**src/rtl/cfs_pkg.sv**
```systemverilog
package cfs_pkg;

  typedef enum logic [3:0] {
    S_IDLE, S_HDR0, S_HDR1, S_HDR2, S_DECODE,
    S_KLOAD, S_KWAIT, S_BRD, S_BGO, S_BWAIT, S_FIN
  } seqState_t;

  typedef struct packed {
    logic clrAddr;
    logic incAddr;
    logic capKeyLo;
    logic capKeyHi;
    logic capCtl;
    logic decRem;
    logic setErr;
    logic clrErr;
  } seqStrobe_t;

endpackage

```
**src/rtl/cfs_datapath.sv**
```systemverilog
module cfs_datapath
  import cfs_pkg::*;
#(
  parameter int ADDR_W    = 8,
  parameter int BLK_W     = 128,
  parameter int HDR_WORDS = 3
) (
  input  logic                 clk,
  input  logic                 rstN,
  input  seqStrobe_t           st,
  input  logic [BLK_W-1:0]     ramRdData,
  output logic [ADDR_W-1:0]    ramAddr,
  output logic [2*BLK_W-1:0]   keyOut,
  output logic [1:0]           keyLenOut,
  output logic                 decryptOut,
  output logic                 errOut,
  output logic                 remIsZero,
  output logic                 remIsOne,
  output logic                 ctlIllegal
);

  localparam int DEPTH      = 1 << ADDR_W;
  localparam int MAX_BLOCKS = DEPTH - HDR_WORDS;
  localparam int LEN_LSB    = 0;
  localparam int DIR_BIT    = 4;
  localparam int CNT_LSB    = 16;

  logic [ADDR_W-1:0]  addrReg;
  logic [BLK_W-1:0]   keyLoReg;
  logic [BLK_W-1:0]   keyHiReg;
  logic [1:0]         lenReg;
  logic               dirReg;
  logic [ADDR_W-1:0]  remReg;
  logic               errReg;

  logic [1:0]         lenField;
  logic               dirField;
  logic [ADDR_W-1:0]  cntField;

  assign lenField = ramRdData[LEN_LSB +: 2];
  assign dirField = ramRdData[DIR_BIT];
  assign cntField = ramRdData[CNT_LSB +: ADDR_W];

  assign ctlIllegal = (lenField == 2'b11) || (int'(cntField) > MAX_BLOCKS);

  always_ff @(posedge clk) begin
    if (!rstN) begin
      addrReg <= '0;
    end else if (st.clrAddr) begin
      addrReg <= '0;
    end else if (st.incAddr) begin
      addrReg <= addrReg + 1'b1;
    end
  end

  always_ff @(posedge clk) begin
    if (!rstN) begin
      keyLoReg <= '0;
      keyHiReg <= '0;
    end else begin
      if (st.capKeyLo) keyLoReg <= ramRdData;
      if (st.capKeyHi) keyHiReg <= ramRdData;
    end
  end

  always_ff @(posedge clk) begin
    if (!rstN) begin
      lenReg <= '0;
      dirReg <= 1'b0;
      remReg <= '0;
    end else if (st.capCtl) begin
      lenReg <= lenField;
      dirReg <= dirField;
      remReg <= cntField;
    end else if (st.decRem) begin
      remReg <= remReg - 1'b1;
    end
  end

  always_ff @(posedge clk) begin
    if (!rstN) begin
      errReg <= 1'b0;
    end else if (st.clrErr) begin
      errReg <= 1'b0;
    end else if (st.setErr) begin
      errReg <= 1'b1;
    end
  end

  assign ramAddr    = addrReg;
  assign keyOut     = {keyHiReg, keyLoReg};
  assign keyLenOut  = lenReg;
  assign decryptOut = dirReg;
  assign errOut     = errReg;
  assign remIsZero  = (remReg == '0);
  assign remIsOne   = (remReg == {{(ADDR_W-1){1'b0}}, 1'b1});

endmodule

```
**src/rtl/cfs_control.sv**
```systemverilog
module cfs_control
  import cfs_pkg::*;
(
  input  logic       clk,
  input  logic       rstN,
  input  logic       start,
  input  logic       engBusy,
  input  logic       remIsZero,
  input  logic       remIsOne,
  input  logic       ctlIllegal,
  output seqStrobe_t st,
  output logic       ramRdEn,
  output logic       ramWrEn,
  output logic       engKeyLoad,
  output logic       engStart,
  output logic       done,
  output logic       seqBusy
);

  seqState_t state, nextState;

  always_ff @(posedge clk) begin
    if (!rstN) state <= S_IDLE;
    else       state <= nextState;
  end

  always_comb begin
    nextState  = state;
    st         = '0;
    ramRdEn    = 1'b0;
    ramWrEn    = 1'b0;
    engKeyLoad = 1'b0;
    engStart   = 1'b0;
    done       = 1'b0;
    unique case (state)
      S_IDLE: begin
        if (start) begin
          st.clrAddr = 1'b1;
          st.clrErr  = 1'b1;
          nextState  = S_HDR0;
        end
      end
      S_HDR0: begin
        ramRdEn    = 1'b1;
        st.incAddr = 1'b1;
        nextState  = S_HDR1;
      end
      S_HDR1: begin
        ramRdEn     = 1'b1;
        st.incAddr  = 1'b1;
        st.capKeyLo = 1'b1;
        nextState   = S_HDR2;
      end
      S_HDR2: begin
        ramRdEn     = 1'b1;
        st.incAddr  = 1'b1;
        st.capKeyHi = 1'b1;
        nextState   = S_DECODE;
      end
      S_DECODE: begin
        st.capCtl = 1'b1;
        if (ctlIllegal) begin
          st.setErr = 1'b1;
          nextState = S_FIN;
        end else begin
          nextState = S_KLOAD;
        end
      end
      S_KLOAD: begin
        engKeyLoad = 1'b1;
        nextState  = S_KWAIT;
      end
      S_KWAIT: begin
        if (!engBusy) nextState = remIsZero ? S_FIN : S_BRD;
      end
      S_BRD: begin
        ramRdEn   = 1'b1;
        nextState = S_BGO;
      end
      S_BGO: begin
        engStart  = 1'b1;
        nextState = S_BWAIT;
      end
      S_BWAIT: begin
        if (!engBusy) begin
          ramWrEn    = 1'b1;
          st.incAddr = 1'b1;
          st.decRem  = 1'b1;
          nextState  = remIsOne ? S_FIN : S_BRD;
        end
      end
      S_FIN: begin
        done      = 1'b1;
        nextState = S_IDLE;
      end
      default: nextState = S_IDLE;
    endcase
  end

  assign seqBusy = (state != S_IDLE);

endmodule

```
**src/rtl/cipher_frame_seq.sv**
```systemverilog
module cipher_frame_seq
  import cfs_pkg::*;
#(
  parameter int ADDR_W    = 8,
  parameter int BLK_W     = 128,
  parameter int HDR_WORDS = 3
) (
  input  logic                clk,
  input  logic                rstN,
  input  logic                start,
  output logic                seqBusy,
  output logic                done,
  output logic                err,
  output logic [ADDR_W-1:0]   ramAddr,
  output logic                ramRdEn,
  input  logic [BLK_W-1:0]    ramRdData,
  output logic                ramWrEn,
  output logic [BLK_W-1:0]    ramWrData,
  output logic                engKeyLoad,
  output logic [2*BLK_W-1:0]  engKey,
  output logic [1:0]          engKeyLen,
  output logic                engDecrypt,
  output logic                engStart,
  output logic [BLK_W-1:0]    engBlockIn,
  input  logic                engBusy,
  input  logic [BLK_W-1:0]    engResult
);

  seqStrobe_t strobes;
  logic remIsZero, remIsOne, ctlIllegal;

  cfs_control u_ctrl (
    .clk        (clk),
    .rstN       (rstN),
    .start      (start),
    .engBusy    (engBusy),
    .remIsZero  (remIsZero),
    .remIsOne   (remIsOne),
    .ctlIllegal (ctlIllegal),
    .st         (strobes),
    .ramRdEn    (ramRdEn),
    .ramWrEn    (ramWrEn),
    .engKeyLoad (engKeyLoad),
    .engStart   (engStart),
    .done       (done),
    .seqBusy    (seqBusy)
  );

  cfs_datapath #(
    .ADDR_W    (ADDR_W),
    .BLK_W     (BLK_W),
    .HDR_WORDS (HDR_WORDS)
  ) u_dp (
    .clk        (clk),
    .rstN       (rstN),
    .st         (strobes),
    .ramRdData  (ramRdData),
    .ramAddr    (ramAddr),
    .keyOut     (engKey),
    .keyLenOut  (engKeyLen),
    .decryptOut (engDecrypt),
    .errOut     (err),
    .remIsZero  (remIsZero),
    .remIsOne   (remIsOne),
    .ctlIllegal (ctlIllegal)
  );

  assign engBlockIn = ramRdData;
  assign ramWrData  = engResult;

endmodule

```
**config.mk**
```make
export PLATFORM = sky130hd
export DESIGN_NAME = cipher_frame_seq
export DESIGN_NICKNAME = d
export VERILOG_FILES = /design/src/rtl/cfs_pkg.sv /design/src/rtl/cfs_datapath.sv /design/src/rtl/cfs_control.sv /design/src/rtl/cipher_frame_seq.sv
export SDC_FILE = /design/constraint.sdc
export NUM_CORES = 1
export LEC_CHECK = 0
export BUFFER_PORTS_ARGS = -buffer_cell sky130_fd_sc_hd__buf_2
export CORE_AREA = 4 4 309 311
export CTS_CLUSTER_SIZE = 25
export DETAILED_ROUTE_END_ITERATION = 8
export DIE_AREA = 0 0 313 315
export SLEW_MARGIN = 25
export SYNTH_ARGS = -nofsm -noshare
export SYNTH_HDL_FRONTEND = slang
export SYNTH_SLANG_ARGS = --single-unit
```
**constraint.sdc**
```tcl
create_clock -name clk -period 1.8 [get_ports clk]
set_clock_uncertainty 0.15 [all_clocks]
set_input_delay 0 -clock clk [delete_from_list [all_inputs] [get_ports clk]]
set_output_delay 0 -clock clk [all_outputs]
set_load 0.02 [all_outputs]
```
### Word-level counts from Yosys, hierarchy flattened

Index checks and enable logic that the tools add are counted.

| operators by class | value |
|---|---|
| multiplexer cells | 23 |
| eq/ne operators | 15 |
| bitwise operators | 1 |
| order comparisons | 1 |
| reductions and logical operators | 9 |
| add/subtract/negate cells | 2 |

Operators with widths:

| cell | number |
|---|---|
| one-hot mux 4 bit (10 select lines) | 1 |
| two-way mux 4 bit | 6 |
| equality test 4 x 3 -> 1 bit, second input constant | 4 |
| two-way mux 8 bit | 2 |
| two-way mux 1 bit | 13 |
| equality test 4 bit, second input constant | 3 |
| adder 8 x 1 -> 8 bit, second input constant | 1 |
| equality test 4 x 2 -> 1 bit, second input constant | 2 |
| equality test 8 x 1 -> 1 bit, second input constant | 1 |
| greater-than comparator 8 bit, second input constant | 1 |
| zero test 8 bit | 1 |
| subtractor 8 x 1 -> 8 bit, second input constant | 1 |
| inequality test 2 bit, second input constant | 3 |
| equality test 4 x 1 -> 1 bit, second input constant | 1 |
| zero test 4 bit | 1 |
| nonzero test 4 bit | 1 |
| OR reduction 4 bit | 1 |
| AND reduction 3 bit | 1 |
| OR reduction 3 bit | 1 |
| equality test 2 bit, second input constant | 1 |
| one-hot mux 1 bit (2 select lines) | 1 |
| nonzero test 2 bit | 1 |
| OR reduction 2 bit | 1 |
| logical OR 1 bit | 1 |
| inverter 1 bit | 1 |

| word-level totals | value |
|---|---|
| output and inout bits | 530 |
| register bits after elaboration | 280 |
| logic and storage cells | 59 |
| input port bits | 260 |

### Longest topological paths before layout

Gate-level depths: netlist (run 1).

| logic depth | value |
|---|---|
| depth in word-level cells | 4 |
| depth in mapped cells | 7 |
| gate-level depth less buffers | 6 |

### Cells and area by module

Synthesis (run 1) repeated with hierarchy kept, for this count alone.

| unflattened totals | value |
|---|---|
| cells, all modules | 1261 |
| area total of the unflattened synthesis | 12954.9 µm² |

By module, submodules not included:

| module | seq. area each (µm²) | cells each | times used | area an instance (µm²) |
|---|---|---|---|---|
| cfs_datapath | 5525.3 | 939 | 1 | 10551.4 |
| cipher_frame_seq | 0.0 | 256 | 1 | 1921.8 |
| cfs_control | 80.1 | 66 | 1 | 481.7 |

### Worst setup path after synthesis (run 1)

No wires, ideal clock.

| timing | value |
|---|---|
| path type | reg-to-reg |
| start point | register u_dp.remReg[0] |
| end point | register u_ctrl.state[2] |
| data required time | 1531 ps |
| path buffers | 0 |
| stages on the path, launching flop included | 7 |
| setup time | 119 ps |
| slack | 13 ps |
| clock period less this slack | 1787 ps |
| arrival time | 1519 ps |
| cells stage by stage | dfxtp_1 > inv_1 > ha_1 > or3b_2 > o211ai_1 > o211ai_1 > o221a_2 |

| between the ends | value |
|---|---|
| longest elaborated chain between the ends | 4 |
| elaborated cells on any way between the ends | 7 |
| those cells by class | 1 x eq/ne; 5 x mux; 1 x reduce/logical |

RTL lines:

| element | RTL line | text |
|---|---|---|
| start: declaration | cfs_datapath.sv:33 | `logic [ADDR_W-1:0] remReg;` |
| start signal: assignment | cfs_datapath.sv:74 | `remReg <= cntField;` |
| start signal: assignment | cfs_datapath.sv:76 | `remReg <= remReg - 1'b1;` |
| equality test 8 x 1 -> 1 bit / zero test 8 bit (equally long branches) | cfs_datapath.sv:96, cfs_datapath.sv:95 |  |
| two-way mux 4 bit (on tied branches) | cfs_control.sv:89, cfs_control.sv:74 |  |
| two-way mux 4 bit (on tied branches) | cfs_control.sv:85, cfs_control.sv:74 |  |
| one-hot mux 4 bit (10 select lines) * | cfs_control.sv:35 | `unique case (state)` |
| end signal: assignment | cfs_control.sv:24 | `else state <= nextState;` |
| end: declaration | cfs_control.sv:20 | `seqState_t state, nextState;` |

Mark *: on every way between the ends. The rest lies on a longest branch, timed or not. The select of a mux whose other input is x is not followed.
A chain may end at the register's enable or synchronous reset.

### Final worst setup path (run 1)

| timing | value |
|---|---|
| start point | register u_ctrl.state[2] |
| end point | register u_dp.remReg[4] |

| between the ends | value |
|---|---|
| longest elaborated chain between the ends | 3 |
| elaborated cells on any way between the ends | 6 |
| those cells by class | 2 x eq/ne; 3 x mux; 1 x reduce/logical |

RTL lines:

| element | RTL line |
|---|---|
| equality test 4 x 3 -> 1 bit / equality test 4 bit (equally long branches) | cfs_control.sv:35 |
| two-way mux 1 bit | cfs_control.sv:35 |
| two-way mux 8 bit / nonzero test 2 bit (equally long branches) | - |

Several ways; a longest one is shown, not always the timed one.

==> results of run 1 <==
report_power, final:
group          switching [mW]  internal, mW  leakage, nW  total (mW)
registers               0.311          6.78         2.27        7.10
logic                    3.68          2.24         5.24        5.91
clock network            2.95          4.31        0.561        7.27
sequential cells by signal, summed over array words and instances, names as in the netlist:
register         flops
u_dp.keyHiReg      128
u_ctrl.state         4
u_dp.keyLenOut       2
u_dp.remReg          8
u_dp.ramAddr         8
u_dp.decryptOut      1
u_dp.keyLoReg      128
u_dp.errOut          1
worst min-delay path, delay by kind of cell:
| family | cells | cell delay (ps) |
|---|---|---|
| buffers and inverters | 2 | 660 |
| AO/OA/AOI/OAI | 1 | 50 |
| AND/OR/NAND/NOR | 1 | 50 |
synth_stat cells, drive strengths merged, types with 2 or more instances:
cell type  instances  area [sq um]
nor2b              2         12.51
dfxtp            280          5605
nand4bb            2         22.52
xnor2              5         43.79
nand2b             2         12.51
a221oi             2         17.52
a31oi              2         12.51
and3               2         12.51
o21a               2         15.01
xor2               2         17.52
and2               2         12.51
nand4              5         31.28
o211ai             5         37.54
inv                8         30.03
nor4               5         31.28
o221a              3         33.78
or3b               2         17.52
nand2            532          1997
clkbuf            44         165.2
o21ai             13         65.06
nor3               5         25.02
a21oi            271          1356
nor2              16         60.06
ha                 3         37.54
or3                3         18.77
nand3              8         40.04
buf              308          2177
a211oi             2         15.01
layout make-up:
| cell class | instances | area, sq um | area share [%] |
|---|---|---|---|
| Multi-Input combinational cell | 912 | 4317 | 22.46 |
| Timing Repair Buffer | 901 | 6514 | 33.90 |
| Clock buffer | 44 | 949.7 | 4.942 |
| Antenna cell | 6 | 15.01 | 0.07813 |
| Inverter | 9 | 48.80 | 0.2539 |
| Clock inverter | 13 | 183.9 | 0.9571 |
| Tap cell | 1254 | 1569 | 8.165 |
| Sequential cell | 280 | 5620 | 29.25 |
routing by layer:
metal	global-route usage (%)	vias up
met1	12.68	5947
met4	4.695	2
met5	0	-
met3	3.937	103
li1	-	5927
met2	18.65	697
final timing paths:
| kind | endpoint | slack, ps | depth (start not counted) |
|---|---|---|---|
| worst min-delay path | u_dp.keyLoReg[74] | 80 | 4 |
| worst max register to register | u_dp.remReg[4] | 4 | 7 |
| worst max-delay path | u_dp.remReg[4] | 4 | 7 |
| worst min register to register | u_dp.keyLoReg[46] | 300 | 2 |
repair_timing:
item / 4_1_cts / 5_1_grt
gates cloned: 1 / 4
hold buffers: 260 / 0
buffers inserted: 14 / 6
hold endpoints to repair: 408 / 0
gates resized for setup: 51 / 32
pin swaps: 11 / 11
endpoints found under the setup margin: 101 / 164
logic make-up (layout without fill, tap and decap cells):
family / count (synthesis) / after routing / share of synthesized area, %
buffers and inverters: 361 / 967 / 19.68
and+or+nand+nor: 592 / 592 / 19.45
muxes: 1 / 1 / 0.08290
DFF: 280 / 280 / 46.42
xor gates and xnor gates: 7 / 7 / 0.5077
AOI/OAI and AO/OA: 309 / 309 / 13.55
adders and majority gates: 3 / 3 / 0.3109
other: 0 / 6 / 0
==> metrics, run 1 <==
outcome=completed; Die Height=315 um; Post-DP Area=roughly 15,000 sq um; leak pwr=8.071 nW; # rows=~110; initial antenna violation count=14; CTS sink count=280; ys async rst share=0%; total routed wirelength=60.70 mm; # DRC=0; clk buf depth=3; Placed Instances=between 3k and 4k; Worst VDD drop=0.6152 mV; global-route wire length before repair=81.37 mm; Max stage delay cell, worst path=and4bb_4; Worst Setup Slack post-DPL=-86.76 ps; most frequent cells in the layout=nand2_1 (530), buf_2 (527), dfxtp_1 (274); Final Cell Area=approximately 19,000 sq um; met2 wire len=about 29 mm; # setup viols final=0; Post-synth EDFFs=0; startpoint types=flop; Critical Path End Type=flop; final core utilization=20.72%; Critical Path Source=u_ctrl.state[2]; fill count=10.22k; hpwl dp=approximately 42 mm; CP cell instances=buf_6 > buf_4 > and4bb_4 > buf_6 > nand4_1 > xnor2_1 > a21oi_1; Mapped Cells=1,553; minimum clock period=around 1800 ps; wl on met1=23.43 mm; GRT Resource Usage Total=11.06%; clk root buf=clkbuf_16; layout cells sized above 1=34.09%; Syn Std Cell Area=~12,000 sq um; maximum number of pins on one net before global-route repair=56; Avg Cell Area, Syn=7.775 sq um; Area Overhead vs Synth=59.14%; routed vias=12.68k; critical path arrival=2100 ps; Routed Antenna Nets=0; Buffers on Ports=approximately 530; commonest non-fill, non-tap cell in the layout=nand2_1; Worst Path Buf+Inv=3; reg2reg start=u_ctrl.state[2]; die extent in x=313 um; Critical Path RT=2110 ps; Relative slew margins=68.43%; Highest Signal Layer=met5; GRT overflow=0; Clk Latency, worst-skew pair=570 ps; overall power=20.27 mW; Placer Congestion=0.8147; H-tree depth=2; maxcap violations=0; Iter 0 DRT Violations=approximately 770; Starting Density=between 10% and 20%; Layout Cells excl Fill=about 3.4k; WL per Instance=about 18 um; number of vias per cell=3.708; TritonRoute pass-1 iters=5; fin nets=2,401; YS warnings=0; DIE AREA=98,600 sq um; Yosys cell types=49; worst-margin pin slew=469.2 ps; hold path startpoint=ramRdData[74]; Worst Path Max Fanout=5; CTS clk-pin slew, worst paths=70 ps; CP top delay family=simple AND/OR/NAND/NOR gates; I/O pin count=790; post-synth net total=1,816; setup TNS=0 ps; final critical-path share of the clock period=99.80%; top_reg_cell synth=dfxtp_1; Final Hold Viols=0; CTS tree=built; final worst slack=~3.7 ps; RSZ-0062 raised after global routing=yes; Core ar.=a little over 90,000 sq um; CTS buffer count=34; Setup CP Type=reg -> reg; power density over cell area=roughly 1100 nW/um^2; Slew Limit Fails=0; fmax=556.7 MHz; CP max stage delay=390 ps; vias in the first global route=12.23k; Min-Delay Path Class=in -> reg; #FFs+latches synth=280; most used cell, CP=buf_6; Hold WS=83.09 ps; WL met3=5.999 mm; Seq/Total Area, Yosys=46.42%
Note: power is estimated with default switching activity, not from simulation.
==> run 2, diff against run 1 <==
Settings changed: ABC_AREA set to 1, CORE_AREA 4 4 309 311 to 4 4 306 308, DIE_AREA 0 0 313 315 to 0 0 310 312.
==> metrics, run 2 <==
outcome=completed; global-route wire length before repair=84.70 mm (+4.1%); GRT overflow=0 (unchanged); hold path startpoint=ramRdData[63]; clk buf depth=3 (unchanged); Setup CP Type=reg -> out; layout cells sized above 1=31.03% (-3.1 points); switch share=32.75% (-1.5 points); DIE AREA=96,720 sq um (-1.9%); hpwl dp=44.33 mm (+5.7%); CP cell instances=inv_4 > nand2_4 > inv_2 > nand2_1 > o21ai_2 > buf_4; Avg Cell Area, Syn=7.671 sq um (-1.3%); routed vias=12.46k (-1.7%); Layout Cells excl Fill=3,359 (-1.8%); final critical-path share of the clock period=93.20% (-6.6 points); maxcap violations=0 (unchanged); leak pwr=8.911 nW (+10%); Final Hold Viols=0 (unchanged); post-synth net total=1,845 (+1.6%); sequential power share=38.0% (+3.0 points); Syn Std Cell Area=12,140 sq um (+0.50%); clock share of power=39.4% (+3.6 points); RSZ-0062 raised after global routing=yes; H-tree depth=2 (unchanged); Yosys top cell by area=dfxtp_1; Relative slew margins=69.12% (+0.69 points); CP max stage delay=370 ps (-20 ps); Starting Density=13.32% (+0.30 points); commonest non-fill, non-tap cell in the layout=nor2_1; overall power=18.43 mW (-9.1%); power density over cell area=1002 nW/um^2 (-5.0%); GRT Resource Usage Total=11.91% (+0.85 points); top_reg_cell synth=dfxtp_1; die extent in x=310 um (-0.96%); critical path arrival=1530 ps (-570 ps); internal power=12.40 mW (-7.0%); Slew Limit Fails=0 (unchanged); largest cells by area after synthesis=dfxtp_1 (46%), buf_4 (17%), nor2_1 (16%); Clk Latency, worst-skew pair=580 ps (about the same); Hold Path End=u_dp.keyLoReg[63]; clk root buf=clkbuf_16; Seq/Total Area, Yosys=46.19% (-0.23 points); Mapped Cells=1,582 (+1.9%); vias in the first global route=12.10k (-1.0%); r2r setup slk=150 ps (+150 ps); # DRC=0 (unchanged); Area Overhead vs Synth=51.59%; Worst Path Max Fanout=4 (-1); Largest regs=u_dp.keyHiReg x128, u_dp.keyLoReg x128; WL per Instance=18.31 um (+3.1%); CTS clk-pin slew, worst paths=60 ps (about the same); Max stage delay cell, worst path=dfxtp_2; Worst Path Buf+Inv=3 (unchanged); number of vias per cell=3.708 (about the same); TritonRoute pass-1 iters=7 (+2); #FFs+latches synth=280 (unchanged); setup TNS=0 ps (unchanged); minimum clock period=1678 ps (-118.7 ps); initial antenna violation count=29 (+15); most common cell in the synthesized netlist=nor2_1; ys async rst share=0% (unchanged); Worst VDD drop=0.6204 mV (+0.86%); worst-margin pin slew=461.7 ps (-7.552 ps); post-synth top area share=46.19% (-0.23 points); fmax=596.1 MHz (+7.1%); Min-Delay Path Class=in -> reg; # setup viols final=0 (unchanged); combinational share of power=22.5% (-6.7 points); total routed wirelength=61.51 mm (+1.3%); Iter 0 DRT Violations=683 (-11%); Placer Congestion=0.8268 (+1.5%); reg2reg start=u_ctrl.state[0]; maximum number of pins on one net before global-route repair=64 (+14%); Hold Path Stages=4 (unchanged); CTS tree=built; fin nets=2,391 (-0.42%); Post-synth EDFFs=0 (unchanged); Buffers on Ports=533 (unchanged); Critical Path End Type=primary output; Placed Instances=3,003 (-2.2%); R2R cell count=6 (-1); startpoint types=flop; Routed Antenna Nets=0 (unchanged); I/O pin count=790 (unchanged); CTS buffer count=36 (+5.9%); Critical Path RT=1650 ps (-460 ps); Yosys cell types=31 (-37%); most frequent cells in the layout=nor2_1 (530), buf_2 (529), dfxtp_1 (276); CP top delay family=flip-flops; # rows=111 (-0.89%); Worst R2R End=u_dp.keyHiReg[23]; Critical Path Source=u_ctrl.state[2]; Core ar.=91,110 sq um (-1.8%); switching power=6.036 mW (-13%); CTS sink count=280 (unchanged); YS warnings=0 (unchanged); Die Height=312 um (-0.95%); Synth top cells by count=nor2_1 (531), buf_4 (280), dfxtp_1 (280)
## run 2: per-layer routing
| layer | global-route usage, % | vias up | routed length, um |
|---|---|---|---|
| li1 | - | 5896 | - |
| met1 | 12.52 | 5744 | 22510 |
| met2 | 21.42 | 699 | 30310 |
| met3 | 4.608 | 116 | 6339 |
| met4 | 4.411 | 0 | 2345 |
| met5 | 0 | - | 0 |
## run 2: worst min-delay path, stage by stage
cell and delay [ps]:
dlygate4sd3_1 510, buf_2 110, nor2_1 40, nor2_1 80
## run 2: power groups by stage
| stage | clock network (mW) | registers [mW] | logic (mW) |
|---|---|---|---|
| floorplan | 0 | 7.74 | 1.87 |
| global placement | 0 | 7.11 | 3.39 |
| detailed placement | 0 | 7.11 | 3.41 |
| CTS | 7.60 | 7.00 | 4.19 |
| global route | 7.77 | 7.06 | 4.48 |
| finish | 7.27 | 7.01 | 4.15 |
## run 2: worst max-delay path by stage
stage	slack, ps	to	cells after the start
after global placement	110	u_ctrl.state[1]	7
after floorplan	320	u_dp.ramAddr[4]	6
final	120	ramRdEn	6
after detailed placement	110	u_dp.keyHiReg[23]	6
after global routing	-3	engKeyLoad	4
after CTS	-7	engKeyLoad	4
## run 2: area by class of cell
class	count	area [sq um]
antenna	20	50.05
sequential	280	5610
tap	1186	1484
clock buffer	50	1045
multi-input combinational	925	4021
clock inverter	13	120.1
inverter	37	153.9
timing repair buffer	848	5912
fill	10080	72710
## run 2: through the flow
stage / hold WS [ps] / utilization (%) / instance area, sq um / setup WS (ps)
finish: 73.33 / 20.19 / 18400 / 122.4
global route: 53.75 / 20.18 / 18390 / -3.057
CTS: 0.5339 / 20.11 / 18320 / -7.094
detailed placement: -149.9 / 15.82 / 14420 / 109.0
global placement: -149.9 / 15.82 / 14420 / 110.6
floorplan: -37.41 / - / 12140 / 319.2
## run 2: kinds of logic after synthesis
kind of cell | synth area share [%]
AOI/OAI and AO/OA | 12.64
xor gates and xnor gates | 0.3609
adders and majority gates | 0.3093
buffers and inverters | 20.85
DFF | 46.19
and+or+nand+nor | 19.65
## run 2: what timing repair did
action                                  in CTS  in global routing
pin swaps                                    3                  3
gates resized for setup                     16                  3
hold buffers                               267                  0
hold endpoints to repair                   408                  0
endpoints found under the setup margin       5                  3
buffers inserted                             3                  3
==> run 3, diff against run 2 <==
Settings changed: MAX_ROUTING_LAYER set to met4.
==> metrics, run 3 (synthesis results as in run 2) <==
# setup viols final=0 (unchanged); global-route wire length before repair=84.71 mm (about the same); GRT Resource Usage Total=12.28% (+0.37 points); critical path arrival=1540 ps (about the same); hpwl dp=44.33 mm (unchanged); Critical Path Source=u_ctrl.state[2]; Area Overhead vs Synth=51.57% (about the same); Clk Latency, worst-skew pair=570 ps (about the same); commonest non-fill, non-tap cell in the layout=nor2_1; fin nets=2,391 (unchanged); final core utilization=20.19% (about the same); maximum number of pins on one net before global-route repair=64 (unchanged); Min-Delay Path Class=in -> reg; hold path startpoint=ramRdData[63]; CTS buffer count=36 (unchanged); final worst slack=114.8 ps (-7.650 ps); Post-DP Area=14,420 sq um (unchanged); Buffers on Ports=533 (unchanged); layout cells sized above 1=31.03% (unchanged); reg2reg start=u_ctrl.state[0]; RSZ-0062 raised after global routing=yes; fmax=593.4 MHz (-0.45%); Setup CP Type=reg -> out; Routed Antenna Nets=0 (unchanged); Die Height=312 um (unchanged); number of vias per cell=3.706 (about the same); internal power=12.40 mW (about the same); Starting Density=13.32% (unchanged); Slew Limit Fails=0 (unchanged); Critical Path End Type=primary output; Placer Congestion=0.8394 (+1.5%); Iter 0 DRT Violations=737 (+7.9%); Critical Path RT=1650 ps (about the same); worst-margin pin slew=455.4 ps (-6.292 ps); CTS tree=built; Relative slew margins=69.64% (+0.52 points); vias in the first global route=12.08k (-0.21%); # DRC=0 (unchanged); # rows=111 (unchanged); area of the multi-input gates=4021 sq um (unchanged); total routed wirelength=61.53 mm (about the same); startpoint types=flop; gr busiest metal=met2; I/O pin count=790 (unchanged); clk root buf=clkbuf_16; final critical-path share of the clock period=93.62% (+0.42 points); CTS clk-pin slew, worst paths=60 ps (about the same); DIE AREA=96,720 sq um (unchanged); H-tree depth=2 (unchanged); Global Route met3 Usage=4.147% (-0.46 points); Worst VDD drop=0.6220 mV (+0.25%); die extent in x=310 um (unchanged); Worst Setup Slack post-DPL=109.0 ps (unchanged); sequential power share=38.0% (about the same); clk buf depth=3 (unchanged); Final Cell Area=18,390 sq um (about the same); Worst Path Max Fanout=4 (unchanged); GRT overflow=0 (unchanged); switch share=32.71% (-0.040 points); Largest regs=u_dp.keyHiReg x128, u_dp.keyLoReg x128; setup TNS=0 ps (unchanged); initial antenna violation count=28 (-3.4%); fill count=10.08k (-0.030%); TritonRoute pass-1 iters=5 (-2); most frequent cells in the layout=nor2_1 (530), buf_2 (529), dfxtp_1 (276); Core ar.=91,110 sq um (unchanged); power density over cell area=1002 nW/um^2 (about the same); Reg area=5610 sq um (unchanged); combinational share of power=22.6% (about the same); clock share of power=39.4% (about the same); switching power=6.025 mW (-0.18%); routed vias=12.45k (-0.080%); minimum clock period=1685 ps (+7.650 ps); Final Hold Viols=0 (unchanged); leak pwr=8.911 nW (about the same); CTS sink count=280 (unchanged); maxcap violations=0 (unchanged); met2 Usage GRT=21.47% (+0.051 points); outcome=completed; Hold WS=74.37 ps (+1.041 ps); WL per Instance=18.32 um (about the same); global-route met1 utilization=12.86% (+0.34 points)
[run 3: cell count changes in the layout (fill, tap and decap cells not counted)]
cell     change
diode_2      -1
[run 3: routing by layer]
layer	share of wire, %	wire length (um)
met5	0	0
met4	3.7	2290
met3	9.2	5670
met2	49	30420
met1	38	23150
[run 3: cell type report]
cell class              instances  share of cell area, %
repair buffers                848                  32.14
flip-flops and latches        280                  30.50
multi-input cells             925                  21.86
well taps                    1186                  8.067
clock buffers                  50                  5.680
inverters                      37                 0.8367
clock inverters                13                 0.6530
diodes                         19                 0.2585
[run 3: timing repair]
action                                 4_1_cts  5_1_grt
pin swaps                                    3        3
hold buffers                               267        0
endpoints found under the hold margin      408        0
buffers inserted                             3        3
setup endpoints to repair                    5        3
gates resized for setup                     16        3
[run 3: stage by stage]
| stage | power (mW) | cells |
|---|---|---|
| finish | 18.42 | 3358 |
| global route | 19.31 | 3355 |
| CTS | 18.79 | 3336 |
| detailed placement | 10.53 | 3003 |
| global placement | 10.50 | 3003 |
| floorplan | 9.609 | 1582 |
[run 3: worst max-delay path, cell delays in order, from the launching register on]
cell and delay (ps):
dfxtp_2 380, inv_4 60, nand2_4 100, inv_2 50, nand2_1 140, o21ai_2 80
buf_4 170
[run 3: power by group through the flow]
stage	combinational (mW)	sequential [mW]	clock [mW]
5_1_grt	4.48	7.06	7.77
3_5_place_dp	3.41	7.11	0
6_report	4.16	7.01	7.25
2_1_floorplan	1.87	7.74	0
3_3_place_gp	3.39	7.11	0
4_1_cts	4.19	7.00	7.60
[run 3: final timing paths]
| path | to | slack (ps) | cells after the start |
|---|---|---|---|
| setup / recovery | ramRdEn | 110 | 6 |
| hold reg to reg | u_dp.errOut | 310 | 2 |
| hold / removal | u_dp.keyLoReg[63] | 70 | 4 |
| setup reg to reg | u_dp.keyHiReg[23] | 150 | 6 |
